`src/rtl/sg_dma_pkg.sv`:
```
package sg_dma_pkg;

    localparam int ADDR_W    = 32;
    localparam int WORD_W    = 32;
    localparam int CNT_W     = 24;
    localparam int WCNT_W    = CNT_W - 2;
    localparam int MAX_BURST = 16;
    localparam int LEN_W     = $clog2(MAX_BURST + 1);

    localparam logic [7:0] OPC_STOP = 8'h98;

    typedef enum logic [2:0] {
        ST_IDLE,
        ST_FETCH,
        ST_DECODE,
        ST_WAIT,
        ST_BURST,
        ST_HALT
    } seq_state_t;

    typedef enum logic [1:0] {
        OP_RECV,
        OP_SEND,
        OP_STOP,
        OP_BAD
    } op_kind_t;

    typedef struct packed {
        logic [7:0]        opcode;
        logic [WCNT_W-1:0] words;
    } instr_head_t;

    function automatic op_kind_t classify(input logic [7:0] opc);
        op_kind_t k;
        if (opc[7:6] == 2'b00)      k = OP_RECV;
        else if (opc[7:6] == 2'b01) k = OP_SEND;
        else if (opc == OPC_STOP)   k = OP_STOP;
        else                        k = OP_BAD;
        return k;
    endfunction

    function automatic logic [LEN_W-1:0] beats_for(input logic [1:0] sel);
        logic [LEN_W-1:0] b;
        case (sel)
            2'd0:    b = LEN_W'(4);
            2'd1:    b = LEN_W'(8);
            default: b = LEN_W'(MAX_BURST);
        endcase
        return b;
    endfunction

endpackage

```
`src/rtl/sg_data_fifo.sv`:
```
module sg_data_fifo #(
    parameter int WIDTH = 32,
    parameter int DEPTH = 32
) (
    input  logic                           clk,
    input  logic                           rst,
    input  logic                           push,
    input  logic [WIDTH-1:0]               wdata,
    input  logic                           pop,
    output logic [WIDTH-1:0]               rdata,
    output logic [$clog2(DEPTH+1)-1:0]     level,
    output logic                           full,
    output logic                           empty
);
    localparam int AW = $clog2(DEPTH);
    localparam int LW = $clog2(DEPTH + 1);

    logic [WIDTH-1:0] store [DEPTH];
    logic [AW-1:0]    wr_ptr, rd_ptr;
    logic [LW-1:0]    cnt;
    logic             do_push, do_pop;

    assign full    = (cnt == LW'(DEPTH));
    assign empty   = (cnt == '0);
    assign do_push = push && !full;
    assign do_pop  = pop && !empty;
    assign rdata   = store[rd_ptr];
    assign level   = cnt;

    always_ff @(posedge clk) begin
        if (rst) begin
            wr_ptr <= '0;
            rd_ptr <= '0;
            cnt    <= '0;
        end else begin
            if (do_push) wr_ptr <= wr_ptr + AW'(1);
            if (do_pop)  rd_ptr <= rd_ptr + AW'(1);
            case ({do_push, do_pop})
                2'b10:   cnt <= cnt + LW'(1);
                2'b01:   cnt <= cnt - LW'(1);
                default: cnt <= cnt;
            endcase
        end
    end

    always_ff @(posedge clk) begin
        if (do_push) store[wr_ptr] <= wdata;
    end

endmodule

```
`src/rtl/sg_burst_plan.sv`:
```
module sg_burst_plan
    import sg_dma_pkg::*;
#(
    parameter int DEPTH = 32
) (
    input  logic [1:0]                   burst_sel,
    input  logic [WCNT_W-1:0]            rem_words,
    input  logic [$clog2(DEPTH+1)-1:0]   level,
    input  logic                         to_mem,
    output logic [LEN_W-1:0]             plan_len,
    output logic                         plan_go
);
    logic [LEN_W-1:0]  beats;
    logic [WCNT_W-1:0] beats_ext;
    int                have, room;

    assign beats     = beats_for(burst_sel);
    assign beats_ext = WCNT_W'(beats);
    assign plan_len  = (rem_words < beats_ext) ? rem_words[LEN_W-1:0] : beats;

    always_comb begin
        have    = int'(level);
        room    = DEPTH - int'(level);
        plan_go = to_mem ? (have >= int'(plan_len)) : (room >= int'(plan_len));
    end

endmodule

```
`src/rtl/sg_dma_seq.sv`:
```
module sg_dma_seq
    import sg_dma_pkg::*;
(
    input  logic                clk,
    input  logic                rst,
    input  logic                ptr_wr,
    input  logic [ADDR_W-1:0]   ptr_wdata,
    input  logic                irq_clr,
    input  logic                bus_gnt,
    input  logic                mem_ack,
    input  logic [WORD_W-1:0]   mem_rdata,
    input  logic [LEN_W-1:0]    plan_len,
    input  logic                plan_go,
    output logic                bus_req,
    output logic [ADDR_W-1:0]   mem_addr,
    output logic                mem_we,
    output logic [LEN_W-1:0]    mem_len,
    output logic [WCNT_W-1:0]   rem_words,
    output logic                to_mem,
    output logic                eng_push,
    output logic                eng_pop,
    output logic                irq,
    output logic                err_flag,
    output logic                busy
);
    seq_state_t        st;
    logic [ADDR_W-1:0] ptr_q, addr_q;
    logic [WCNT_W-1:0] rem_q;
    logic [LEN_W-1:0]  beat_q, blen_q;
    instr_head_t       head_q;
    logic              to_mem_q, err_q;
    op_kind_t          kind;
    logic              beat_fire, last_beat;

    assign kind      = classify(head_q.opcode);
    assign bus_req   = (st == ST_FETCH) || (st == ST_BURST);
    assign beat_fire = bus_req && bus_gnt && mem_ack;
    assign last_beat = (beat_q == blen_q - LEN_W'(1));

    assign mem_addr  = (st == ST_FETCH) ? ptr_q + ADDR_W'({beat_q, 2'b00}) : addr_q;
    assign mem_we    = (st == ST_BURST) && to_mem_q;
    assign mem_len   = (st == ST_FETCH) ? LEN_W'(2) : blen_q;
    assign rem_words = rem_q;
    assign to_mem    = to_mem_q;
    assign eng_push  = (st == ST_BURST) && !to_mem_q && beat_fire;
    assign eng_pop   = (st == ST_BURST) && to_mem_q && beat_fire;
    assign irq       = (st == ST_HALT);
    assign err_flag  = err_q;
    assign busy      = (st != ST_IDLE) && (st != ST_HALT);

    always_ff @(posedge clk) begin
        if (rst) begin
            st       <= ST_IDLE;
            ptr_q    <= '0;
            addr_q   <= '0;
            rem_q    <= '0;
            beat_q   <= '0;
            blen_q   <= '0;
            head_q   <= '0;
            to_mem_q <= 1'b0;
            err_q    <= 1'b0;
        end else begin
            case (st)
                ST_IDLE: begin
                    if (ptr_wr) begin
                        ptr_q  <= ptr_wdata;
                        beat_q <= '0;
                        st     <= ST_FETCH;
                    end
                end
                ST_FETCH: begin
                    if (beat_fire) begin
                        if (beat_q == '0) begin
                            head_q.opcode <= mem_rdata[31:24];
                            head_q.words  <= mem_rdata[CNT_W-1:2];
                            beat_q        <= LEN_W'(1);
                        end else begin
                            addr_q <= mem_rdata;
                            ptr_q  <= ptr_q + ADDR_W'(8);
                            beat_q <= '0;
                            st     <= ST_DECODE;
                        end
                    end
                end
                ST_DECODE: begin
                    case (kind)
                        OP_RECV, OP_SEND: begin
                            to_mem_q <= (kind == OP_RECV);
                            rem_q    <= head_q.words;
                            st       <= (head_q.words == '0) ? ST_FETCH : ST_WAIT;
                        end
                        OP_STOP: st <= ST_HALT;
                        default: begin
                            err_q <= 1'b1;
                            st    <= ST_HALT;
                        end
                    endcase
                end
                ST_WAIT: begin
                    if (rem_q == '0) begin
                        beat_q <= '0;
                        st     <= ST_FETCH;
                    end else if (plan_go) begin
                        blen_q <= plan_len;
                        beat_q <= '0;
                        st     <= ST_BURST;
                    end
                end
                ST_BURST: begin
                    if (beat_fire) begin
                        addr_q <= addr_q + ADDR_W'(4);
                        rem_q  <= rem_q - WCNT_W'(1);
                        if (last_beat) begin
                            beat_q <= '0;
                            st     <= ST_WAIT;
                        end else begin
                            beat_q <= beat_q + LEN_W'(1);
                        end
                    end
                end
                ST_HALT: begin
                    if (irq_clr) begin
                        err_q <= 1'b0;
                        st    <= ST_IDLE;
                    end
                end
                default: st <= ST_IDLE;
            endcase
        end
    end

endmodule

```
`src/rtl/sg_dma_engine.sv`:
```
module sg_dma_engine
    import sg_dma_pkg::*;
#(
    parameter int FIFO_DEPTH = 32
) (
    input  logic                clk,
    input  logic                rst,
    input  logic                ptr_wr,
    input  logic [ADDR_W-1:0]   ptr_wdata,
    input  logic [1:0]          burst_sel,
    input  logic                irq_clr,
    output logic                irq,
    output logic                err_flag,
    output logic                busy,
    output logic                bus_req,
    input  logic                bus_gnt,
    input  logic                mem_ack,
    output logic [ADDR_W-1:0]   mem_addr,
    output logic                mem_we,
    output logic [LEN_W-1:0]    mem_len,
    output logic [WORD_W-1:0]   mem_wdata,
    input  logic [WORD_W-1:0]   mem_rdata,
    input  logic                pf_push,
    input  logic [WORD_W-1:0]   pf_wdata,
    output logic                pf_full,
    input  logic                pf_pop,
    output logic [WORD_W-1:0]   pf_rdata,
    output logic                pf_empty
);
    localparam int LVL_W = $clog2(FIFO_DEPTH + 1);

    logic [LVL_W-1:0]  level;
    logic [LEN_W-1:0]  plan_len;
    logic              plan_go;
    logic [WCNT_W-1:0] rem_words;
    logic              to_mem, eng_push, eng_pop;
    logic              f_push, f_pop;
    logic [WORD_W-1:0] f_wdata, f_rdata;

    assign f_push    = eng_push || pf_push;
    assign f_wdata   = eng_push ? mem_rdata : pf_wdata;
    assign f_pop     = eng_pop || pf_pop;
    assign mem_wdata = f_rdata;
    assign pf_rdata  = f_rdata;

    sg_dma_seq u_seq (
        .clk       (clk),
        .rst       (rst),
        .ptr_wr    (ptr_wr),
        .ptr_wdata (ptr_wdata),
        .irq_clr   (irq_clr),
        .bus_gnt   (bus_gnt),
        .mem_ack   (mem_ack),
        .mem_rdata (mem_rdata),
        .plan_len  (plan_len),
        .plan_go   (plan_go),
        .bus_req   (bus_req),
        .mem_addr  (mem_addr),
        .mem_we    (mem_we),
        .mem_len   (mem_len),
        .rem_words (rem_words),
        .to_mem    (to_mem),
        .eng_push  (eng_push),
        .eng_pop   (eng_pop),
        .irq       (irq),
        .err_flag  (err_flag),
        .busy      (busy)
    );

    sg_burst_plan #(.DEPTH(FIFO_DEPTH)) u_plan (
        .burst_sel (burst_sel),
        .rem_words (rem_words),
        .level     (level),
        .to_mem    (to_mem),
        .plan_len  (plan_len),
        .plan_go   (plan_go)
    );

    sg_data_fifo #(.WIDTH(WORD_W), .DEPTH(FIFO_DEPTH)) u_fifo (
        .clk   (clk),
        .rst   (rst),
        .push  (f_push),
        .wdata (f_wdata),
        .pop   (f_pop),
        .rdata (f_rdata),
        .level (level),
        .full  (pf_full),
        .empty (pf_empty)
    );

endmodule

```
`config.mk`:
```
export PLATFORM = sky130hd
export DESIGN_NAME = sg_dma_engine
export DESIGN_NICKNAME = d
export VERILOG_FILES = /design/src/rtl/sg_dma_pkg.sv /design/src/rtl/sg_data_fifo.sv /design/src/rtl/sg_burst_plan.sv /design/src/rtl/sg_dma_seq.sv /design/src/rtl/sg_dma_engine.sv
export SDC_FILE = /design/constraint.sdc
export NUM_CORES = 1
export LEC_CHECK = 0
export ABC_CLOCK_PERIOD_IN_PS = 9300
export BUFFER_PORTS_ARGS = -buffer_cell sky130_fd_sc_hd__buf_2
export CAP_MARGIN = 0
export CORE_AREA = 4 4 291 293
export DETAILED_ROUTE_END_ITERATION = 8
export DIE_AREA = 0 0 295 297
export MAX_ROUTING_LAYER = met4
export PLACE_DENSITY = 0.77
export SKIP_CTS_REPAIR_TIMING = 1
export SLEW_MARGIN = 20
export SYNTH_ARGS = -nofsm -noshare
export SYNTH_HDL_FRONTEND = slang
export SYNTH_SLANG_ARGS = --single-unit
```
`constraint.sdc`:
```
create_clock -name clk -period 9.3 [get_ports clk]
set_input_delay 0.465 -clock clk [delete_from_list [all_inputs] [get_ports clk]]
set_output_delay 0.465 -clock clk [all_outputs]
set_load 0.02 [all_outputs]
```
==> flow_metrics.tcl <==
set metrics [dict create \
    synth_adder_area_share_pct 0.900 \
    grt_pass1_wl_um 199000 \
    postSynthAreaPerCell_um2 16.9 \
    fin_crit_ns 4.77 \
    synth-simple-area-share_pct 5.54 \
    yosysUniqueCellTypes 74 \
    synth_top_area_share_pct 62.8 \
    r2r_cells 13 \
    async_flop_share_pct 0 \
    r2r_end "u_fifo.level[5]" \
    dpl_worst_slack_ns 5.06 \
    synth_edf_count 1024 \
    grt_util_met1_pct 44.1 \
    cts_buffers 112 \
    clkLatencyLatePin_ns 0.69 \
    die_x_um 295 \
    antenna_found_initial 16 \
    grt_use_met3_pct 6.94 \
    r2r-start "u_seq.st[2]" \
    area_delta_synth_final_pct 13.9 \
    io_pins 214 \
    seq_area_frac_synth_pct 69.0 \
    outcome "completed" \
    cts_tree "done" \
    initial_core_util_pct 59.8 \
    start_kind "flop" \
    final-instance-count-excl-fill 4264 \
    grt.overflow.total 0 \
    synthTopCellsByCount "edfxtp_1 (1024), mux4_2 (320), nand2_1 (228)" \
    finalWirelength_um 137000 \
    worstMarginPinSlew_ns 1.13 \
    hp-class "in -> reg" \
    holdWs_ns 0.0401 \
    avgRoutedWirePerCell_um 32.1 \
    design_area_mm2 0.0558 \
    skew_ns 0.0276 \
    crit_end "mem_addr[20]" \
    maxCapViolCount 0 \
    slew_headroom_pct 24.8 \
    grt_max_degree 155 \
    drtIter0Drc 4743 \
    synth_most_common_cell "edfxtp_1" \
    yosys.area.top_type "edfxtp_1" \
    p_per_area_mw_per_mm2 267 \
    synth_area_mm2 0.0490 \
    arrival_ns 4.31 \
    place_area_mm2 0.0519 \
    synth_flop_cell "edfxtp_1" \
    synth_xor_area_share_pct 0.894 \
    gp_congestion 0.948 \
    fin_util_pct 68.1 \
    drv_slew 0 \
    synthMuxAreaShare_pct 16.4 \
    ir_worst_vdd_v 0.000203 \
    dr.pass1.iters 6 \
    end_kind "output pin" \
    hold_viol 0 \
    crit_type "reg -> out" \
    setup_violations 0 \
    num_vias 29500 \
    rows 105 \
    ys_ff_latch 1176 \
    syn_inst 2895 \
    worstSetupStartpoint "u_seq.beat_q[0]" \
    setup_ws_ns 4.53 \
    synth_compound_area_share_pct 5.07 \
    r2r_slack_ns 5.40 \
    coreArea_mm2 0.0818 \
    portBuffers 213 \
    yosysWarnings 0 \
    grt_pass1_vias 28700 \
    remaining_drc_errors 0 \
    fin_crit_sh_pct 51.3 \
    antenna_left 0 \
    clock_path_buffers 3 \
    synth.area.top_cells "edfxtp_1 (63%), mux4_2 (15%), dfxtp_1 (6.2%)" \
    synth_top_family_by_area "multiplexers" \
    track_usage_pct 32.0 \
    dieArea_mm2 0.0876 \
    syn_nets 3035 \
    nets 3216 \
    grt_util_met2_pct 48.7 \
    clk_pin_slew_ns 0.06 \
    die_y_um 297 \
    finalPower_mw 14.9 \
    drive_gt1_share_pct 27.8 \
    rsz0062_at_grt "no" \
    clock_sinks 1176 \
    max_freq_ghz 0.209 \
    cp.required_ns 8.84 \
    dp.cells 4029 \
    via_per_inst 6.91 \
    leakagePower_nw 17.6 \
    cts_max_level 3 \
    dp_hpwl_um 81300 \
    gr-max-usage-layer "met2" \
    root_buffer "clkbuf_16" \
    path_max_fanout 6 \
    fin_setup_tns_ns 0 \
]
## sequential cells by signal, indices dropped and copies added, names as in the netlist, 3 cells and up, named ones only
| register | flops |
|---|---|
| u_fifo.store | 1024 |
| u_seq.addr_q | 32 |
| u_seq.ptr_q | 32 |
| u_seq.head_q | 30 |
| u_seq.rem_words | 22 |
| u_fifo.level | 6 |
| u_fifo.rd_ptr | 5 |
| u_fifo.wr_ptr | 5 |
| u_seq.beat_q | 5 |
| u_seq.blen_q | 5 |
| u_seq.st | 3 |
## cell usage in the layout (no fill, tap or decap), drive strengths merged, types with 7 or more instances in the layout
cell type and count:
edfxtp 1024, mux4 320, buf 278, nand2 228, nor2 162, dfxtp 152, clkbuf 137, a21oi 131
o21ai 115, mux2 66, clkinv 61, nand3 47, a211oi 38, inv 38, ha 32, nor3 32
xor2 26, xnor2 24, nand4 23, a22oi 21, diode 19, nor4 19, and2 14, o22ai 13
o31ai 13, o32ai 11, bufinv 11, and3 10, mux2i 7, o21a 7, a21o 7, or3 7
## per-layer routing
metal | up-vias | wire, µm
met3 | 287 | 15800
li1 | 11900 | -
met4 | 0 | 4460
met5 | - | 0
met2 | 2237 | 66300
met1 | 15000 | 50200
## where the power goes
part,switching [mW],total [mW],leakage [nW],internal [mW]
registers,0.268,6.27,10.5,6.00
clock network,2.02,4.61,1.80,2.58
logic,2.33,4.02,5.31,1.68
total,4.63,14.9,17.6,10.3
## critical path, stage by stage (launching register included)
cell and delay (ns):
dfxtp_1 0.48, ha_1 0.22, inv_1 0.07, fa_1 0.40, nor2b_1 0.16, o21a_1 0.15, o21ai_0 0.08, buf_4 0.16
a211oi_1 0.71, buf_4 0.27, nand2_1 0.06, xor2_1 0.14, o21ai_0 0.47, buf_2 0.27
## area by class of cell
type	count	area, µm²
clock inverter	76	708
sequential	1176	33800
inverter	37	139
timing repair buffer	278	2390
clock buffer	137	2970
tap	1070	1340
fill	5033	26100
multi-input combinational	1471	14400
antenna	19	47.5
## cell families after synthesis
| group | after synthesis |
|---|---|
| adder cells (fa/ha/maj) | 34 |
| AO/OA/AOI/OAI | 404 |
| XOR/XNOR | 50 |
| multiplexers | 393 |
| buffers and inverters | 248 |
| AND/OR/NAND/NOR | 590 |
| flip-flops | 1176 |
## how the worst min path moves through the flow
stage,startpoint,end,slack [ns],cells past startpoint
after global routing,ptr_wdata[3],u_seq.ptr_q[3],0.06,3
final,ptr_wdata[1],u_seq.ptr_q[1],0.04,3
after detailed placement,u_seq.head_q[27],u_seq.head_q[27],0.45,2
after global placement,u_seq.head_q[24],u_seq.head_q[24],0.44,2
after floorplan,u_seq.head_q[24],u_seq.head_q[24],0.44,2
after CTS,ptr_wdata[1],u_seq.ptr_q[1],0.03,3
No activity file was read; power rests on OpenSTA's default activity.
